**config.mk**
```make
export PLATFORM = sky130hd
export DESIGN_NAME = ebus_seq
export DESIGN_NICKNAME = d
export VERILOG_FILES = /design/src/rtl/ebus_pkg.sv /design/src/rtl/ebus_timer.sv /design/src/rtl/ebus_ctl.sv /design/src/rtl/ebus_rst_qual.sv /design/src/rtl/ebus_seq.sv
export SDC_FILE = /design/constraint.sdc
export NUM_CORES = 1
export LEC_CHECK = 0
export ABC_CLOCK_PERIOD_IN_PS = 3500
export BUFFER_PORTS_ARGS = -buffer_cell sky130_fd_sc_hd__buf_2
export CELL_PAD_IN_SITES_DETAIL_PLACEMENT = 1
export CELL_PAD_IN_SITES_GLOBAL_PLACEMENT = 1
export CORE_ASPECT_RATIO = 1.5
export CORE_MARGIN = 1.5
export CORE_UTILIZATION = 41
export CTS_CLUSTER_SIZE = 12
export DETAILED_ROUTE_END_ITERATION = 8
export PLACE_DENSITY_LB_ADDON = 0.1
export SYNTH_ARGS = -nofsm -noshare
export SYNTH_HDL_FRONTEND = slang
export SYNTH_SLANG_ARGS = --single-unit
```
**constraint.sdc**
```tcl
create_clock -name clk -period 3.5 [get_ports clk]
set_input_delay 0.175 -clock clk [delete_from_list [all_inputs] [get_ports clk]]
set_output_delay 0.175 -clock clk [all_outputs]
set_load 0.02 [all_outputs]
```
**src/rtl/ebus_pkg.sv**
```systemverilog
package ebus_pkg;
  typedef enum logic [2:0] {
    CY_IDLE  = 3'd0,
    CY_FETCH = 3'd1,
    CY_TABLE = 3'd2,
    CY_DRD   = 3'd3,
    CY_DWR   = 3'd4
  } cyc_kind_t;

  localparam logic [1:0] OP_FETCH = 2'd0;
  localparam logic [1:0] OP_TABLE = 2'd1;
  localparam logic [1:0] OP_DRD   = 2'd2;
  localparam logic [1:0] OP_DWR   = 2'd3;

  typedef struct packed {
    cyc_kind_t   kind;
    logic        wide;
    logic [15:0] addr;
    logic [15:0] addr_nx;
    logic [7:0]  wdata;
  } cyc_t;
endpackage

```
**src/rtl/ebus_timer.sv**
```systemverilog
module ebus_timer #(
  parameter int CYC_CLKS = 12,
  localparam int CW = $clog2(CYC_CLKS)
) (
  input  logic          clk,
  input  logic          rst,
  output logic [CW-1:0] nxt,
  output logic          slot_open
);
  localparam logic [CW-1:0] LAST = CW'(CYC_CLKS - 1);

  logic [CW-1:0] cnt    = LAST;
  logic          slot_q = 1'b0;

  always_comb nxt = (cnt == LAST) ? '0 : cnt + 1'b1;

  always_ff @(posedge clk) begin
    if (rst) begin
      cnt    <= LAST;
      slot_q <= 1'b0;
    end else begin
      cnt    <= nxt;
      slot_q <= (nxt == LAST);
    end
  end

  assign slot_open = slot_q;


  slot_single_chk: assert property (@(posedge clk) disable iff (rst)
    slot_open |=> !slot_open);
endmodule

```
**src/rtl/ebus_ctl.sv**
```systemverilog
module ebus_ctl #(
  parameter logic [7:0] CTL_ADDR = 8'h8E
) (
  input  logic       clk,
  input  logic       rst,
  input  logic       we,
  input  logic [7:0] addr,
  input  logic [7:0] wdata,
  output logic       latch_off
);
  logic off_q = 1'b0;
  logic unused_ctl_bits;
  assign unused_ctl_bits = ^wdata[7:1];

  always_ff @(posedge clk) begin
    if (rst)                           off_q <= 1'b0;
    else if (we && addr == CTL_ADDR)   off_q <= wdata[0];
  end

  assign latch_off = off_q;


  off_stable_chk: assert property (@(posedge clk) disable iff (rst)
    !(we && addr == CTL_ADDR) |=> $stable(latch_off));
endmodule

```
**src/rtl/ebus_rst_qual.sv**
```systemverilog
module ebus_rst_qual #(
  parameter int HOLD = 25,
  localparam int HW = $clog2(HOLD)
) (
  input  logic clk,
  input  logic pin,
  output logic core_rst
);
  localparam logic [HW-1:0] TOP = HW'(HOLD - 1);

  logic [1:0]    sync_q = 2'b00;
  logic [HW-1:0] run    = '0;
  logic          rst_q  = 1'b0;
  logic          armed  = 1'b0;

  always_ff @(posedge clk) begin
    sync_q <= {sync_q[0], pin};
    armed  <= 1'b1;
    if (!sync_q[1]) begin
      run   <= '0;
      rst_q <= 1'b0;
    end else begin
      run   <= (run == TOP) ? run : run + 1'b1;
      rst_q <= (run == TOP);
    end
  end

  assign core_rst = rst_q;


  rst_release_chk: assert property (@(posedge clk) disable iff (!armed)
    !sync_q[1] |=> !core_rst);

  rst_needs_pin_chk: assert property (@(posedge clk) disable iff (!armed)
    $rose(core_rst) |-> $past(sync_q[1]));
endmodule

```
**src/rtl/ebus_seq.sv**
```systemverilog
module ebus_seq import ebus_pkg::*; #(
  parameter int          STATES         = 6,
  parameter int          PHASES         = 2,
  parameter int unsigned INT_CODE_BYTES = 8192,
  parameter logic [7:0]  CTL_ADDR       = 8'h8E,
  parameter int          RST_CYCLES     = 2
) (
  input  logic        clk,
  input  logic        reset_in,
  input  logic        force_ext_n,
  input  logic        req_valid,
  input  logic [1:0]  req_op,
  input  logic [15:0] req_addr,
  input  logic        req_wide,
  input  logic [7:0]  req_wdata,
  input  logic [7:0]  hi_latch,
  input  logic        ctl_we,
  input  logic [7:0]  ctl_addr,
  input  logic [7:0]  ctl_wdata,
  output logic        slot_open,
  output logic        rd_valid,
  output logic [15:0] rd_data,
  output logic        core_rst,
  output logic        addr_latch,
  output logic        code_rd_n,
  output logic        data_rd_n,
  output logic        data_wr_n,
  output logic [7:0]  ad_out,
  output logic        ad_oe,
  input  logic [7:0]  ad_in,
  output logic [7:0]  hi_out
);
  localparam int CYC_CLKS = STATES * PHASES;
  localparam int HALF     = CYC_CLKS / 2;
  localparam int CW       = $clog2(CYC_CLKS);
  localparam logic [CW-1:0] S_PH     = CW'(PHASES);
  localparam logic [CW-1:0] S_HALF   = CW'(HALF);
  localparam logic [CW-1:0] S_HALFM1 = CW'(HALF - 1);
  localparam logic [CW-1:0] S_HALFM2 = CW'(HALF - 2);
  localparam logic [CW-1:0] S_BEND   = CW'(HALF + PHASES);
  localparam logic [CW-1:0] S_WRS    = CW'(PHASES + 1);
  localparam logic [CW-1:0] S_LAST   = CW'(CYC_CLKS - 1);
  localparam logic [CW-1:0] S_LASTM1 = CW'(CYC_CLKS - 2);
  localparam logic [CW-1:0] S_LASTM2 = CW'(CYC_CLKS - 3);

  logic [CW-1:0] n;
  logic          latch_off;

  ebus_rst_qual #(.HOLD(RST_CYCLES * CYC_CLKS + 1)) i_rstq (
    .clk(clk), .pin(reset_in), .core_rst(core_rst));

  ebus_timer #(.CYC_CLKS(CYC_CLKS)) i_timer (
    .clk(clk), .rst(core_rst), .nxt(n), .slot_open(slot_open));

  ebus_ctl #(.CTL_ADDR(CTL_ADDR)) i_ctl (
    .clk(clk), .rst(core_rst), .we(ctl_we), .addr(ctl_addr),
    .wdata(ctl_wdata), .latch_off(latch_off));

  // Operation for the clock being decoded: new request at position 0.
  cyc_t cur = '0;
  cyc_t inc, cn;
  logic ext_code;

  always_comb begin
    ext_code    = !force_ext_n || (32'(req_addr) >= INT_CODE_BYTES);
    inc         = '0;
    inc.addr    = req_addr;
    inc.addr_nx = req_addr + 16'd1;
    inc.wdata   = req_wdata;
    inc.wide    = req_wide;
    unique case (req_op)
      OP_FETCH: begin inc.kind = ext_code ? CY_FETCH : CY_IDLE; inc.wide = 1'b1; end
      OP_TABLE: begin inc.kind = ext_code ? CY_TABLE : CY_IDLE; inc.wide = 1'b1; end
      OP_DRD:   inc.kind = CY_DRD;
      default:  inc.kind = CY_DWR;
    endcase
    if (n == '0) cn = (slot_open && req_valid) ? inc : '0;
    else         cn = cur;
  end

  logic code_c, data_c, in_a, in_b, latch_ok;
  always_comb begin
    code_c   = (cn.kind == CY_FETCH) || (cn.kind == CY_TABLE);
    data_c   = (cn.kind == CY_DRD) || (cn.kind == CY_DWR);
    in_a     = (n < S_PH);
    in_b     = (n >= S_HALF) && (n < S_BEND);
    latch_ok = !latch_off || (cn.kind == CY_TABLE) || data_c;
  end

  logic        ale_q = 1'b0, crd_q = 1'b1, drd_q = 1'b1, dwr_q = 1'b1;
  logic        oe_q  = 1'b0, val_q = 1'b0;
  logic [7:0]  ado_q = '0,   hi_q  = 8'hFF;
  logic [15:0] rdd_q = '0;

  always_ff @(posedge clk) begin
    if (core_rst) begin
      cur   <= '0;
      ale_q <= 1'b0;
      crd_q <= 1'b1;
      drd_q <= 1'b1;
      dwr_q <= 1'b1;
      oe_q  <= 1'b0;
      val_q <= 1'b0;
      ado_q <= '0;
      hi_q  <= 8'hFF;
    end else begin
      cur   <= cn;
      ale_q <= latch_ok && (in_a || (in_b && !data_c));
      crd_q <= !(code_c && ((n >= S_PH && n <= S_HALFM2) ||
                            (n >= S_BEND && n <= S_LASTM1)));
      drd_q <= !(cn.kind == CY_DRD && n >= S_PH && n <= S_LASTM2);
      dwr_q <= !(cn.kind == CY_DWR && n >= S_WRS && n <= S_LASTM2);
      oe_q  <= (code_c && (in_a || in_b)) || (cn.kind == CY_DRD && in_a) ||
               (cn.kind == CY_DWR);
      if (in_a)                 ado_q <= cn.addr[7:0];
      else if (code_c && in_b)  ado_q <= cn.addr_nx[7:0];
      else if (cn.kind == CY_DWR) ado_q <= cn.wdata;
      if (code_c)               hi_q <= (n < S_HALF) ? cn.addr[15:8] : cn.addr_nx[15:8];
      else if (data_c && cn.wide) hi_q <= cn.addr[15:8];
      else                      hi_q <= hi_latch;
      if (code_c && n == S_HALFM1)        rdd_q[7:0]  <= ad_in;
      if (code_c && n == S_LAST)          rdd_q[15:8] <= ad_in;
      if (cn.kind == CY_DRD && n == S_LASTM1) rdd_q   <= {8'h00, ad_in};
      val_q <= (n == S_LAST) && (code_c || cn.kind == CY_DRD);
    end
  end

  assign addr_latch = ale_q;
  assign code_rd_n  = crd_q;
  assign data_rd_n  = drd_q;
  assign data_wr_n  = dwr_q;
  assign ad_oe      = oe_q;
  assign ad_out     = ado_q;
  assign hi_out     = hi_q;
  assign rd_data    = rdd_q;
  assign rd_valid   = val_q;


  latch_apart_chk: assert property (@(posedge clk) disable iff (core_rst)
    addr_latch |-> (code_rd_n && data_rd_n && data_wr_n));

  code_data_excl_chk: assert property (@(posedge clk) disable iff (core_rst)
    !data_rd_n |-> code_rd_n);

  valid_one_chk: assert property (@(posedge clk) disable iff (core_rst)
    rd_valid |=> !rd_valid);

  valid_at_end_chk: assert property (@(posedge clk) disable iff (core_rst)
    rd_valid |-> slot_open);

  read_release_chk: assert property (@(posedge clk) disable iff (core_rst)
    !data_rd_n |-> !ad_oe);

  write_drive_chk: assert property (@(posedge clk) disable iff (core_rst)
    !data_wr_n |-> ad_oe);

  reset_quiet_chk: assert property (@(posedge clk)
    core_rst |=> (code_rd_n && data_rd_n && data_wr_n && !ad_oe));
endmodule

```
==> impl_metrics.py <==
metrics = {
    "pwr": {
        "seq_power_share": 0.310,
        "internal_power_w": 0.00286,
        "ir_drop_uv": 335,
        "swShare": 0.430,
        "powerDensity_mw_per_mm2": 861,
        "p_switching_w": 0.00215,
        "leakagePower_nw": 2.42,
        "combPwrFrac": 0.496,
        "total_power_w": 0.00501,
        "clkPwrFrac": 0.194,
    },
    "drt": {
        "dr.first_iter.drc_count": 198,
        "drt-vias-per-instance": 5.62,
        "drtAntennaViolNets": 0,
        "drc": 0,
        "drt-pass1-iter-count": 4,
        "routed_wl_um": 14400,
        "dr_total_vias": 4435,
        "routedWlPerCell_um": 18.2,
    },
    "run": {
        "drv_cap": 0,
    },
    "timing": {
        "max_freq_mhz": 321,
        "fin_crit_sh": 0.890,
        "relSlewSlack": 0.531,
        "setup_violations": 0,
        "fin_setup_tns_ns": 0,
        "maxSlewViolCount": 0,
        "worst_pin_slew_ns": 0.704,
        "min_period_ns": 3.11,
        "fin_skew_ns": 0.00914,
        "holdWs_ns": 0.0274,
        "hold_viol_final": 0,
        "rsz0062_at_grt": "false",
    },
    "synthesis": {
        "syn_nets": 616,
        "yosysWarnings": 0,
        "synth_top_cell_by_area": "dfxtp_1",
        "yosysSeqAreaShare": 0.425,
        "postSynthCellCount": 544,
        "synth_flop_cell": "dfxtp_1",
        "syn_area_mm2": 0.00489,
        "avgSynthCellArea_um2": 9.00,
        "synth_cell_type_count": 69,
        "async_flop_share": 0,
        "synth-seq-cells": 96,
        "synth_edf_count": 16,
        "yosys.area.top_type_share": 0.327,
        "synth.area.top_cells": "dfxtp_1, edfxtp_1, a21oi_1",
    },
    "cts": {
        "cts_max_level": 3,
        "cts_buffer_depth": 2,
        "cts_made_buffers": 9,
        "clock_latency_ns": 0.34,
        "cts_root_buffer": "clkbuf_16",
        "ctsHoldBuffers": 1,
        "post_cts_buffers": 0,
        "clk_pin_slew_ns": 0.07,
        "cts_tree": "yes",
        "cts_sinks": 96,
        "cts.repair.resized": 0,
    },
    "setup_path": {
        "cp.required_ns": 3.73,
        "crit_start": "i_timer.cnt[1]",
        "cp-start-kind": "register",
        "worstSetupEndpoint": "ad_out[1]",
        "path_max_fanout": 23,
        "critical_path_class": "register to register",
        "worstPathArrival_ns": 3.35,
        "rr_worst_depth": 8,
        "rr_endpoint": "ad_out[1]",
        "ff2ff_setup_slack_ns": 0.39,
        "worst_setup_path_end_kind": "register",
        "r2r_start": "i_timer.cnt[1]",
    },
    "floorplan": {
        "start_util": 0.422,
        "rows": 48,
        "core_mm2": 0.0116,
        "die_area_mm2": 0.0126,
        "die_w_um": 92.2,
        "die_height_um": 137,
        "boundaryPins": 104,
    },
    "grt": {
        "grt.overflow.total": 0,
        "grt_pass1_vias": 4564,
        "antenna_found_initial": 0,
        "grt_usage": 0.237,
        "grt_start_max_net_pins": 25,
        "grt_first_pass_wirelength_um": 23400,
    },
    "min_path": {
        "hold_path_depth": 1,
        "hold_class": "primary input to register",
    },
    "layout": {
        "layout.nets": 706,
        "drive_gt1_frac": 0.243,
        "num_antenna_cells": 0,
        "fillers": 1400,
        "layout_common_cells": "buf_2, dfxtp_1, nor2_1",
        "area_growth_pct": 18.9,
        "final_common_cell": "buf_2",
    },
    "place": {
        "place_congestion": 0.831,
        "io_buffers": 96,
        "hpwl_um": 10500,
    },
    "run_status": {
        "status": "completed",
    },
}
[worst max-delay path, cell delays in order (launching register included)]
cell and delay, ns:
dfxtp_1 0.65, ha_1 0.31, xnor2_1 0.11, nand3_1 0.21, o21a_2 0.48, buf_4 0.37, mux2i_1 0.37, a211oi_4 0.12
a221o_1 0.39
[cells by family (layout without fill, tap and decap cells)]
group	count (synthesis)	after routing	share of synthesized area
flip-flops	96	96	0.425
AO/OA/AOI/OAI	115	115	0.166
multiplexers	35	35	0.0782
AND/OR/NAND/NOR	212	212	0.216
XOR/XNOR	24	24	0.0430
adder cells (fa/ha/maj)	8	8	0.0205
buffers and inverters	54	149	0.0506
[metrics by stage]
stage,utilization,instance area [µm²],std cells,setup WS (ns)
2_1_floorplan,-,4890,544,0.837
6_report,0.502,5820,789,0.386
5_1_grt,0.502,5820,789,0.147
3_3_place_gp,0.476,5520,772,0.538
4_1_cts,0.502,5820,789,0.390
3_5_place_dp,0.476,5520,772,0.403
[how the worst min path moves through the flow]
stage / start / endpoint / slack [ns]
after floorplan: reset_in / i_rstq.sync_q[0] / 0.20
after global placement: reset_in / i_rstq.sync_q[0] / 0.28
after detailed placement: reset_in / i_rstq.sync_q[0] / 0.28
after CTS: ad_in[5] / rd_data[5] / 0.02
after global routing: ad_in[6] / rd_data[6] / 0.02
final: ad_in[5] / rd_data[5] / 0.03
[power groups by stage]
stage               Clock, W  Combinational [W]  Sequential, W
global placement           0            0.00240        0.00155
detailed placement         0            0.00247        0.00157
floorplan                  0            0.00176        0.00161
finish              0.000973            0.00248        0.00155
global route         0.00104            0.00269        0.00158
CTS                 0.000995            0.00249        0.00155
[Yosys cell counts (all sizes together) (16+ instances only)]
master,instances
dfxtp,80
nor2,59
nand2,51
a21oi,47
mux2i,25
nand3,21
buf,20
and2,18
inv,17
clkbuf,16
edfxtp,16
xnor2,16
[layer usage]
layer  vias to the layer above  wire length [µm]  GRT usage
met1                      2185              6020      0.276
met3                        22               478     0.0344
met5                         -                 0          0
met2                       114              7570      0.435
met4                         0               304     0.0889
li1                       2114                 -          -
[cell type report]
cell class	count	area [µm²]	share of cell area
Timing Repair Buffer	115	626	0.108
Tap cell	150	188	0.0323
Multi-Input combinational cell	394	2560	0.441
Clock inverter	5	56.3	0.00968
Clock buffer	11	233	0.0400
Sequential cell	96	2080	0.358
Inverter	18	67.6	0.0116
[sequential cells by signal (all words and copies together) (netlist names), 2 cells and up]
register       cells
cur               44
hi_out             8
ad_out             8
i_rstq.run         5
i_rstq.sync_q      2
rd_data           16
i_timer.cnt        4
Note: power is estimated with default switching activity, not from simulation.
